### src/rtl/stk_pkg.sv
package stk_pkg;

  typedef enum logic [2:0] {
    K_NONE,
    K_PUSH,
    K_POP,
    K_CALL,
    K_RET,
    K_INT,
    K_IRET
  } op_kind_t;

  typedef enum logic [1:0] {
    S_IDLE,
    S_WR,
    S_RD,
    S_DRAIN
  } seq_st_t;

  localparam int FRAME_MAX = 5;

  function automatic logic [2:0] frame_len(op_kind_t k);
    case (k)
      K_CALL, K_RET: frame_len = 3'd2;
      K_INT, K_IRET: frame_len = 3'd5;
      default:       frame_len = 3'd1;
    endcase
  endfunction

  function automatic logic is_write(op_kind_t k);
    is_write = (k == K_PUSH) || (k == K_CALL) || (k == K_INT);
  endfunction

endpackage

### src/rtl/stk_sp.sv
module stk_sp #(
  parameter int PTR_W = 6
) (
  input  logic             clk,
  input  logic             rst_n,
  input  logic             load_top,
  input  logic             dec,
  input  logic             inc,
  output logic [PTR_W-1:0] ptr
);

  logic [PTR_W-1:0] ptr_n;

  always_comb begin
    ptr_n = ptr;
    if (load_top)  ptr_n = '1;
    else if (dec)  ptr_n = ptr - 1'b1;
    else if (inc)  ptr_n = ptr + 1'b1;
  end

  always_ff @(posedge clk or negedge rst_n) begin
    if (!rst_n) ptr <= '1;
    else        ptr <= ptr_n;
  end

  AST_TOP_LOAD: assert property (@(posedge clk) disable iff (!rst_n)
    load_top |=> (&ptr));

endmodule

### src/rtl/stk_imask.sv
module stk_imask (
  input  logic clk,
  input  logic rst_n,
  input  logic int_acc,
  input  logic iret_done,
  input  logic restored_i,
  input  logic irq_req,
  input  logic busy,
  output logic imask,
  output logic irq_grant
);

  logic imask_n;
  logic pend_q, pend_n;

  always_comb begin
    imask_n = imask;
    if (int_acc)        imask_n = 1'b1;
    else if (iret_done) imask_n = restored_i;
    pend_n = irq_req | (pend_q & ~int_acc);
  end

  always_ff @(posedge clk or negedge rst_n) begin
    if (!rst_n) begin
      imask  <= 1'b0;
      pend_q <= 1'b0;
    end else begin
      imask  <= imask_n;
      pend_q <= pend_n;
    end
  end

  assign irq_grant = pend_q & ~imask & ~busy;

  AST_INT_SETS_I: assert property (@(posedge clk) disable iff (!rst_n)
    int_acc |=> imask);
  AST_IRET_LOADS_I: assert property (@(posedge clk) disable iff (!rst_n)
    (iret_done && !int_acc) |=> (imask == $past(restored_i)));
  AST_PEND_KEPT: assert property (@(posedge clk) disable iff (!rst_n)
    (pend_q && !int_acc) |=> pend_q);

endmodule

### src/rtl/stk_seq.sv
module stk_seq
  import stk_pkg::*;
#(
  parameter int          PTR_W = 6,
  parameter logic [15:0] BASE  = 16'h00C0,
  parameter int          IBIT  = 3
) (
  input  logic                   clk,
  input  logic                   rst_n,
  input  logic                   cmd_push,
  input  logic                   cmd_pop,
  input  logic                   cmd_call,
  input  logic                   cmd_ret,
  input  logic                   cmd_int,
  input  logic                   cmd_iret,
  input  logic                   cmd_sp_rst,
  input  logic [7:0]             push_data,
  input  logic [15:0]            pc_in,
  input  logic [7:0]             a_in,
  input  logic [7:0]             x_in,
  input  logic [7:0]             cc_in,
  input  logic                   imask,
  input  logic [PTR_W-1:0]       ptr,
  input  logic [7:0]             ram_rdata,
  output logic                   sp_load,
  output logic                   sp_dec,
  output logic                   sp_inc,
  output logic [15:0]            ram_addr,
  output logic                   ram_we,
  output logic                   ram_re,
  output logic [7:0]             ram_wdata,
  output logic                   busy,
  output logic                   int_acc,
  output op_kind_t               done_kind,
  output logic [8*FRAME_MAX-1:0] frame_flat
);

  localparam int HI_W = 16 - PTR_W;
  localparam logic [HI_W-1:0] BASE_HI = BASE[15:PTR_W];

  seq_st_t    st_q, st_n;
  op_kind_t   kind_q, kind_n, acc_kind, done_q, done_n;
  logic [2:0] idx_q, idx_n, last_q, last_n, slot_q, slot_n;
  logic       cap_q, cap_n;
  logic       acc_rst;
  logic [7:0] cc_frame;
  logic [7:0] fr_q [FRAME_MAX];
  logic [7:0] fr_n [FRAME_MAX];
  logic [PTR_W-1:0] ptr_up;

  assign ptr_up = ptr + 1'b1;

  // command acceptance with fixed priority, only when idle
  always_comb begin
    acc_rst  = 1'b0;
    acc_kind = K_NONE;
    if (st_q == S_IDLE) begin
      if      (cmd_sp_rst) acc_rst  = 1'b1;
      else if (cmd_int)    acc_kind = K_INT;
      else if (cmd_iret)   acc_kind = K_IRET;
      else if (cmd_call)   acc_kind = K_CALL;
      else if (cmd_ret)    acc_kind = K_RET;
      else if (cmd_push)   acc_kind = K_PUSH;
      else if (cmd_pop)    acc_kind = K_POP;
    end
  end

  always_comb begin
    cc_frame       = cc_in;
    cc_frame[IBIT] = imask;
  end

  always_comb begin
    st_n      = st_q;
    kind_n    = kind_q;
    idx_n     = idx_q;
    last_n    = last_q;
    slot_n    = slot_q;
    cap_n     = 1'b0;
    done_n    = K_NONE;
    sp_load   = 1'b0;
    sp_dec    = 1'b0;
    sp_inc    = 1'b0;
    ram_we    = 1'b0;
    ram_re    = 1'b0;
    ram_addr  = {BASE_HI, ptr};
    ram_wdata = 8'h00;
    for (int i = 0; i < FRAME_MAX; i++) fr_n[i] = fr_q[i];
    if (cap_q) fr_n[slot_q] = ram_rdata;

    case (st_q)
      S_IDLE: begin
        if (acc_rst) begin
          sp_load = 1'b1;
        end else if (acc_kind != K_NONE) begin
          kind_n = acc_kind;
          idx_n  = 3'd0;
          last_n = frame_len(acc_kind) - 3'd1;
          if (is_write(acc_kind)) begin
            st_n    = S_WR;
            fr_n[0] = (acc_kind == K_PUSH) ? push_data : pc_in[7:0];
            fr_n[1] = pc_in[15:8];
            fr_n[2] = x_in;
            fr_n[3] = a_in;
            fr_n[4] = cc_frame;
          end else begin
            st_n = S_RD;
          end
        end
      end
      S_WR: begin
        ram_we    = 1'b1;
        ram_wdata = fr_q[idx_q];
        sp_dec    = 1'b1;
        if (idx_q == last_q) st_n  = S_IDLE;
        else                 idx_n = idx_q + 3'd1;
      end
      S_RD: begin
        ram_re   = 1'b1;
        ram_addr = {BASE_HI, ptr_up};
        sp_inc   = 1'b1;
        cap_n    = 1'b1;
        slot_n   = last_q - idx_q;
        if (idx_q == last_q) st_n  = S_DRAIN;
        else                 idx_n = idx_q + 3'd1;
      end
      S_DRAIN: begin
        st_n   = S_IDLE;
        done_n = kind_q;
      end
      default: st_n = S_IDLE;
    endcase
  end

  always_ff @(posedge clk or negedge rst_n) begin
    if (!rst_n) begin
      st_q   <= S_IDLE;
      kind_q <= K_NONE;
      done_q <= K_NONE;
      idx_q  <= 3'd0;
      last_q <= 3'd0;
      slot_q <= 3'd0;
      cap_q  <= 1'b0;
      for (int i = 0; i < FRAME_MAX; i++) fr_q[i] <= 8'h00;
    end else begin
      st_q   <= st_n;
      kind_q <= kind_n;
      done_q <= done_n;
      idx_q  <= idx_n;
      last_q <= last_n;
      slot_q <= slot_n;
      cap_q  <= cap_n;
      for (int i = 0; i < FRAME_MAX; i++) fr_q[i] <= fr_n[i];
    end
  end

  generate
    for (genvar g = 0; g < FRAME_MAX; g++) begin : g_flat
      assign frame_flat[8*g +: 8] = fr_q[g];
    end
  endgenerate

  assign busy      = (st_q != S_IDLE);
  assign int_acc   = (acc_kind == K_INT);
  assign done_kind = done_q;

  AST_ACCEPT_STARTS: assert property (@(posedge clk) disable iff (!rst_n)
    (acc_kind != K_NONE) |=> busy);
  AST_DRAIN_AFTER_READ: assert property (@(posedge clk) disable iff (!rst_n)
    (st_q == S_DRAIN) |-> $past(ram_re));

endmodule

### src/rtl/stk_ctx_unit.sv
module stk_ctx_unit
  import stk_pkg::*;
#(
  parameter int          PTR_W = 6,
  parameter logic [15:0] BASE  = 16'h00C0,
  parameter int          IBIT  = 3
) (
  input  logic        clk,
  input  logic        rst_n,
  input  logic        cmd_push,
  input  logic        cmd_pop,
  input  logic        cmd_call,
  input  logic        cmd_ret,
  input  logic        cmd_int,
  input  logic        cmd_iret,
  input  logic        cmd_sp_rst,
  input  logic [7:0]  push_data,
  input  logic [15:0] pc_in,
  input  logic [7:0]  a_in,
  input  logic [7:0]  x_in,
  input  logic [7:0]  cc_in,
  input  logic        irq_req,
  input  logic [7:0]  ram_rdata,
  output logic [15:0] ram_addr,
  output logic        ram_we,
  output logic        ram_re,
  output logic [7:0]  ram_wdata,
  output logic        busy,
  output logic [15:0] sp,
  output logic [7:0]  pop_data,
  output logic        pop_valid,
  output logic [15:0] pc_out,
  output logic        ret_valid,
  output logic [7:0]  a_out,
  output logic [7:0]  x_out,
  output logic [7:0]  cc_out,
  output logic        iret_valid,
  output logic        imask,
  output logic        irq_grant
);

  localparam int HI_W = 16 - PTR_W;
  localparam logic [HI_W-1:0] BASE_HI = BASE[15:PTR_W];

  logic                   rs_q1, rs_q2, rst_core_n;
  logic                   sp_load, sp_dec, sp_inc, int_acc;
  logic [PTR_W-1:0]       ptr;
  op_kind_t               done_kind;
  logic [8*FRAME_MAX-1:0] frame_flat;

  // asynchronous assertion, synchronous release
  always_ff @(posedge clk or negedge rst_n) begin
    if (!rst_n) begin
      rs_q1 <= 1'b0;
      rs_q2 <= 1'b0;
    end else begin
      rs_q1 <= 1'b1;
      rs_q2 <= rs_q1;
    end
  end
  assign rst_core_n = rs_q2;

  stk_sp #(.PTR_W(PTR_W)) u_sp (
    .clk(clk), .rst_n(rst_core_n), .load_top(sp_load),
    .dec(sp_dec), .inc(sp_inc), .ptr(ptr)
  );

  stk_seq #(.PTR_W(PTR_W), .BASE(BASE), .IBIT(IBIT)) u_seq (
    .clk(clk), .rst_n(rst_core_n),
    .cmd_push(cmd_push), .cmd_pop(cmd_pop), .cmd_call(cmd_call),
    .cmd_ret(cmd_ret), .cmd_int(cmd_int), .cmd_iret(cmd_iret),
    .cmd_sp_rst(cmd_sp_rst), .push_data(push_data), .pc_in(pc_in),
    .a_in(a_in), .x_in(x_in), .cc_in(cc_in), .imask(imask), .ptr(ptr),
    .ram_rdata(ram_rdata), .sp_load(sp_load), .sp_dec(sp_dec),
    .sp_inc(sp_inc), .ram_addr(ram_addr), .ram_we(ram_we),
    .ram_re(ram_re), .ram_wdata(ram_wdata), .busy(busy),
    .int_acc(int_acc), .done_kind(done_kind), .frame_flat(frame_flat)
  );

  stk_imask u_imask (
    .clk(clk), .rst_n(rst_core_n), .int_acc(int_acc),
    .iret_done(iret_valid), .restored_i(cc_out[IBIT]),
    .irq_req(irq_req), .busy(busy), .imask(imask), .irq_grant(irq_grant)
  );

  assign sp         = {BASE_HI, ptr};
  assign pop_data   = frame_flat[7:0];
  assign pc_out     = frame_flat[15:0];
  assign x_out      = frame_flat[23:16];
  assign a_out      = frame_flat[31:24];
  assign cc_out     = frame_flat[39:32];
  assign pop_valid  = (done_kind == K_POP);
  assign ret_valid  = (done_kind == K_RET);
  assign iret_valid = (done_kind == K_IRET);

  AST_WR_AT_SP: assert property (@(posedge clk) disable iff (!rst_core_n)
    ram_we |-> (ram_addr == sp));
  AST_RD_ABOVE_SP: assert property (@(posedge clk) disable iff (!rst_core_n)
    ram_re |-> (ram_addr[PTR_W-1:0] == sp[PTR_W-1:0] + 1'b1));

endmodule

### config.mk
export PLATFORM = sky130hd
export DESIGN_NAME = stk_ctx_unit
export DESIGN_NICKNAME = d
export VERILOG_FILES = /design/src/rtl/stk_pkg.sv /design/src/rtl/stk_sp.sv /design/src/rtl/stk_imask.sv /design/src/rtl/stk_seq.sv /design/src/rtl/stk_ctx_unit.sv
export SDC_FILE = /design/constraint.sdc
export NUM_CORES = 1
export LEC_CHECK = 0
export CORE_MARGIN = 2
export CORE_UTILIZATION = 45
export CTS_CLUSTER_SIZE = 30
export DETAILED_ROUTE_END_ITERATION = 8
export PLACE_DENSITY = 0.81
export SETUP_SLACK_MARGIN = 0.1
export SYNTH_ARGS = -nofsm -noshare
export SYNTH_HDL_FRONTEND = slang
export SYNTH_SLANG_ARGS = --single-unit
### constraint.sdc
create_clock -name clk -period 2.6 [get_ports clk]
set_input_delay 0.26 -clock clk [delete_from_list [all_inputs] [get_ports clk]]
set_output_delay 0.26 -clock clk [all_outputs]
set_load 0.1 [all_outputs]
==> impl_metrics.toml, run 1 <==
[outcome]
status = "complete, no violations"

[placement]
finalWeightedCongestion = 0.844
dp_hpwl_um = 8630
port_buffers = 140

[clock_network]
cts_sinks = 68
cts_buffers = 9
htreeDepth = 3
clk_pin_slew_ns = 0.07
insertion_delay_ns = 0.34
cts_tree = "done"
clockBufferDepth = 2
cts_root_buffer = "clkbuf_8"

[synth]
synth-simple-area-share_pct = 15.4
synth_top_area_share_pct = 35.8
synth_xor_area_share_pct = 2.63
ys.flop_type = "dfrtp_1"
synthArstFlopShare_pct = 100
yosysUniqueCellTypes = 63
synth_top_family_by_area = "multiplexers"
synth-adder-area-share_pct = 3.35
synth-edff-count = 0
synth_compound_area_share_pct = 13.5
yosysSeqAreaShare_pct = 39.5
synth_seq_cells = 68
synth_top_area_cell = "dfrtp_1"
synth_mux_area_share_pct = 15.5
yosys-top-cells-area = "dfrtp_1 (36%), mux2i_1 (11%), buf_4 (6.2%)"
yosysWarnings = 0
syn_inst = 420
syn_area_um2 = 4330
syn_avg_cell_area_um2 = 10.3

[sta]
worst-slew-pin-transition_ns = 0.888
maxSlewHeadroom_pct = 40.5
layout_min_cycle_time_ns = 2.30
clock_skew_ns = 0.00505
setup_viol = 0
slew_violations = 0
rsz0062_at_grt = "false"
fmax_ghz = 0.434
hold_ws_ns = 0.0777
finalCritPeriodShare_pct = 88.5
finalHoldViolCount = 0

[cells_and_area]
layout_commonest_cell = "buf_4"
nets = 626
syn2layout_area_growth_pct = 39.2
layout-drive-gt1-share_pct = 27.8
diodes = 0
layout_common_cells = "buf_4 (73), clkdlybuf4s50_1 (64), dfrtp_1 (60)"

[die]
fp.coreArea_um2 = 9280
die_w_um = 102
start_util_pct = 46.6
die_y_um = 102
ios = 162
die-area_um2 = 10400
rows = 35

[critical_path]
rrSetupSlack_ns = 0.30
worstReg2RegStart = "u_seq.st_q[0]"
cp_top_family = "compound AO/OA/AOI/OAI gates"
crit_path_end_kind = "register"
max_stage_delay_ns = 0.53
r2r_cells = 7
cp_slowest_cell = "o311a_4"
path_cells = "inv_1, ha_1, and2b_1, o311a_4, buf_4, a211oi_1, a21oi_1"
path_class = "reg -> reg"
arrival_ns = 2.56
crit_buf_inv = 2
timing.rr.end = "u_seq.frame_flat[1]"
path_max_fanout = 37
worstPathRequired_ns = 2.86
worstSetupStartpointType = "register"

[detailed_routing]
drt-total-wl_um = 11600
postRouteAntennaNets = 0
vias = 3656
drt-pass1-iter-count = 4
drtIter0Drc = 186
vias_per_cell = 5.36
wl_per_cell_um = 17.1
drc = 0

[global_route]
gr-total-overflow = 0
grt_pass1_wl_um = 18600
grt_max_degree = 38
grt_pass1_vias = 3712
grt.total_usage_pct = 23.3
antenna_found_initial = 0

[hold_path]
hold_class = "in -> async"

[run]
maxCapViolCount = 0
## sequential cells by signal (all words and copies together), names as in the netlist
signal,flops
u_imask.imask,1
rs_q2,1
u_seq.done_kind,3
u_seq.frame_flat,40
u_seq.slot_q,3
u_seq.st_q,2
u_seq.last_q,3
u_seq.idx_q,3
u_seq.cap_q,1
u_sp.ptr,6
u_imask.pend_q,1
rs_q1,1
u_seq.kind_q,3
## layer usage
layer | track usage (%) | share of wire, %
met5 | 0 | 0
met3 | 5.13 | 7.6
met1 | 29.6 | 41
met4 | 7.08 | 1.5
met2 | 39.8 | 50
## cells by family after synthesis
group,after synthesis
AOI/OAI and AO/OA,87
xor gates and xnor gates,13
adders and majority gates,11
buffers and inverters,66
DFF,68
muxes,57
other,2
and+or+nand+nor,116
## cell type report
class,instances,area (um^2)
fillers,762,3260
multi-input cells,305,2460
flip-flops and latches,68,1710
repair buffers,152,1490
well taps,129,161
clock buffers,10,128
inverters,13,48.8
clock inverters,5,30.0
## worst max-delay path by stage
stage | from | endpoint | cells past startpoint | slack [ns]
final | u_seq.st_q[0] | u_seq.frame_flat[1] | 7 | 0.30
after global routing | u_seq.st_q[0] | u_seq.frame_flat[25] | 7 | 0.11
after CTS | u_seq.idx_q[1] | ram_wdata[6] | 5 | 0.19
after detailed placement | u_seq.st_q[0] | u_seq.frame_flat[1] | 7 | 0.34
after global placement | u_seq.st_q[0] | u_seq.frame_flat[1] | 7 | 0.43
after floorplan | u_seq.done_kind[0] | pop_valid | 1 | -0.25
## repair_timing
action,in CTS,in global routing
setup buffers,0,0
gates resized for setup,1,1
hold buffers,0,0
setup endpoints to repair,8,1
## through the flow
step                      area [um^2]  TNS (ns)  worst slack, ns  cells  util (%)
after floorplan                  4570    -0.980           -0.246    439         -
after detailed placement         5860         0            0.336    667      63.2
final                            6030         0            0.298    682      64.9
after global routing             6030         0            0.112    682      64.9
after CTS                        6030         0            0.189    682      64.9
after global placement           5860         0            0.425    667      63.2
## cell usage after synthesis (4+ instances only)
master	n
a211oi_2	5
a21oi_1	13
a22oi_1	9
and2_1	4
buf_2	5
buf_4	36
clkbuf_1	5
dfrtp_1	62
dfstp_2	6
ha_1	10
inv_1	11
mux2i_1	47
mux4_2	8
nand2_1	51
nor2_1	8
nor2b_1	18
nor3b_1	4
o21ai_0	12
o21ai_1	27
xnor2_1	9
xor2_1	4
Power of run 1 is left out: the tool's default activity adds up to more than one toggle a clock period on the data nets, which glitch-free logic cannot reach.
==> run 2, diff against run 1 <==
- CAP_MARGIN: default -> 20
==> results of run 2 <==
Same layout as run 1: the final DEF is identical, and so are final timing and power.
Power of run 2 is left out for the same reason.
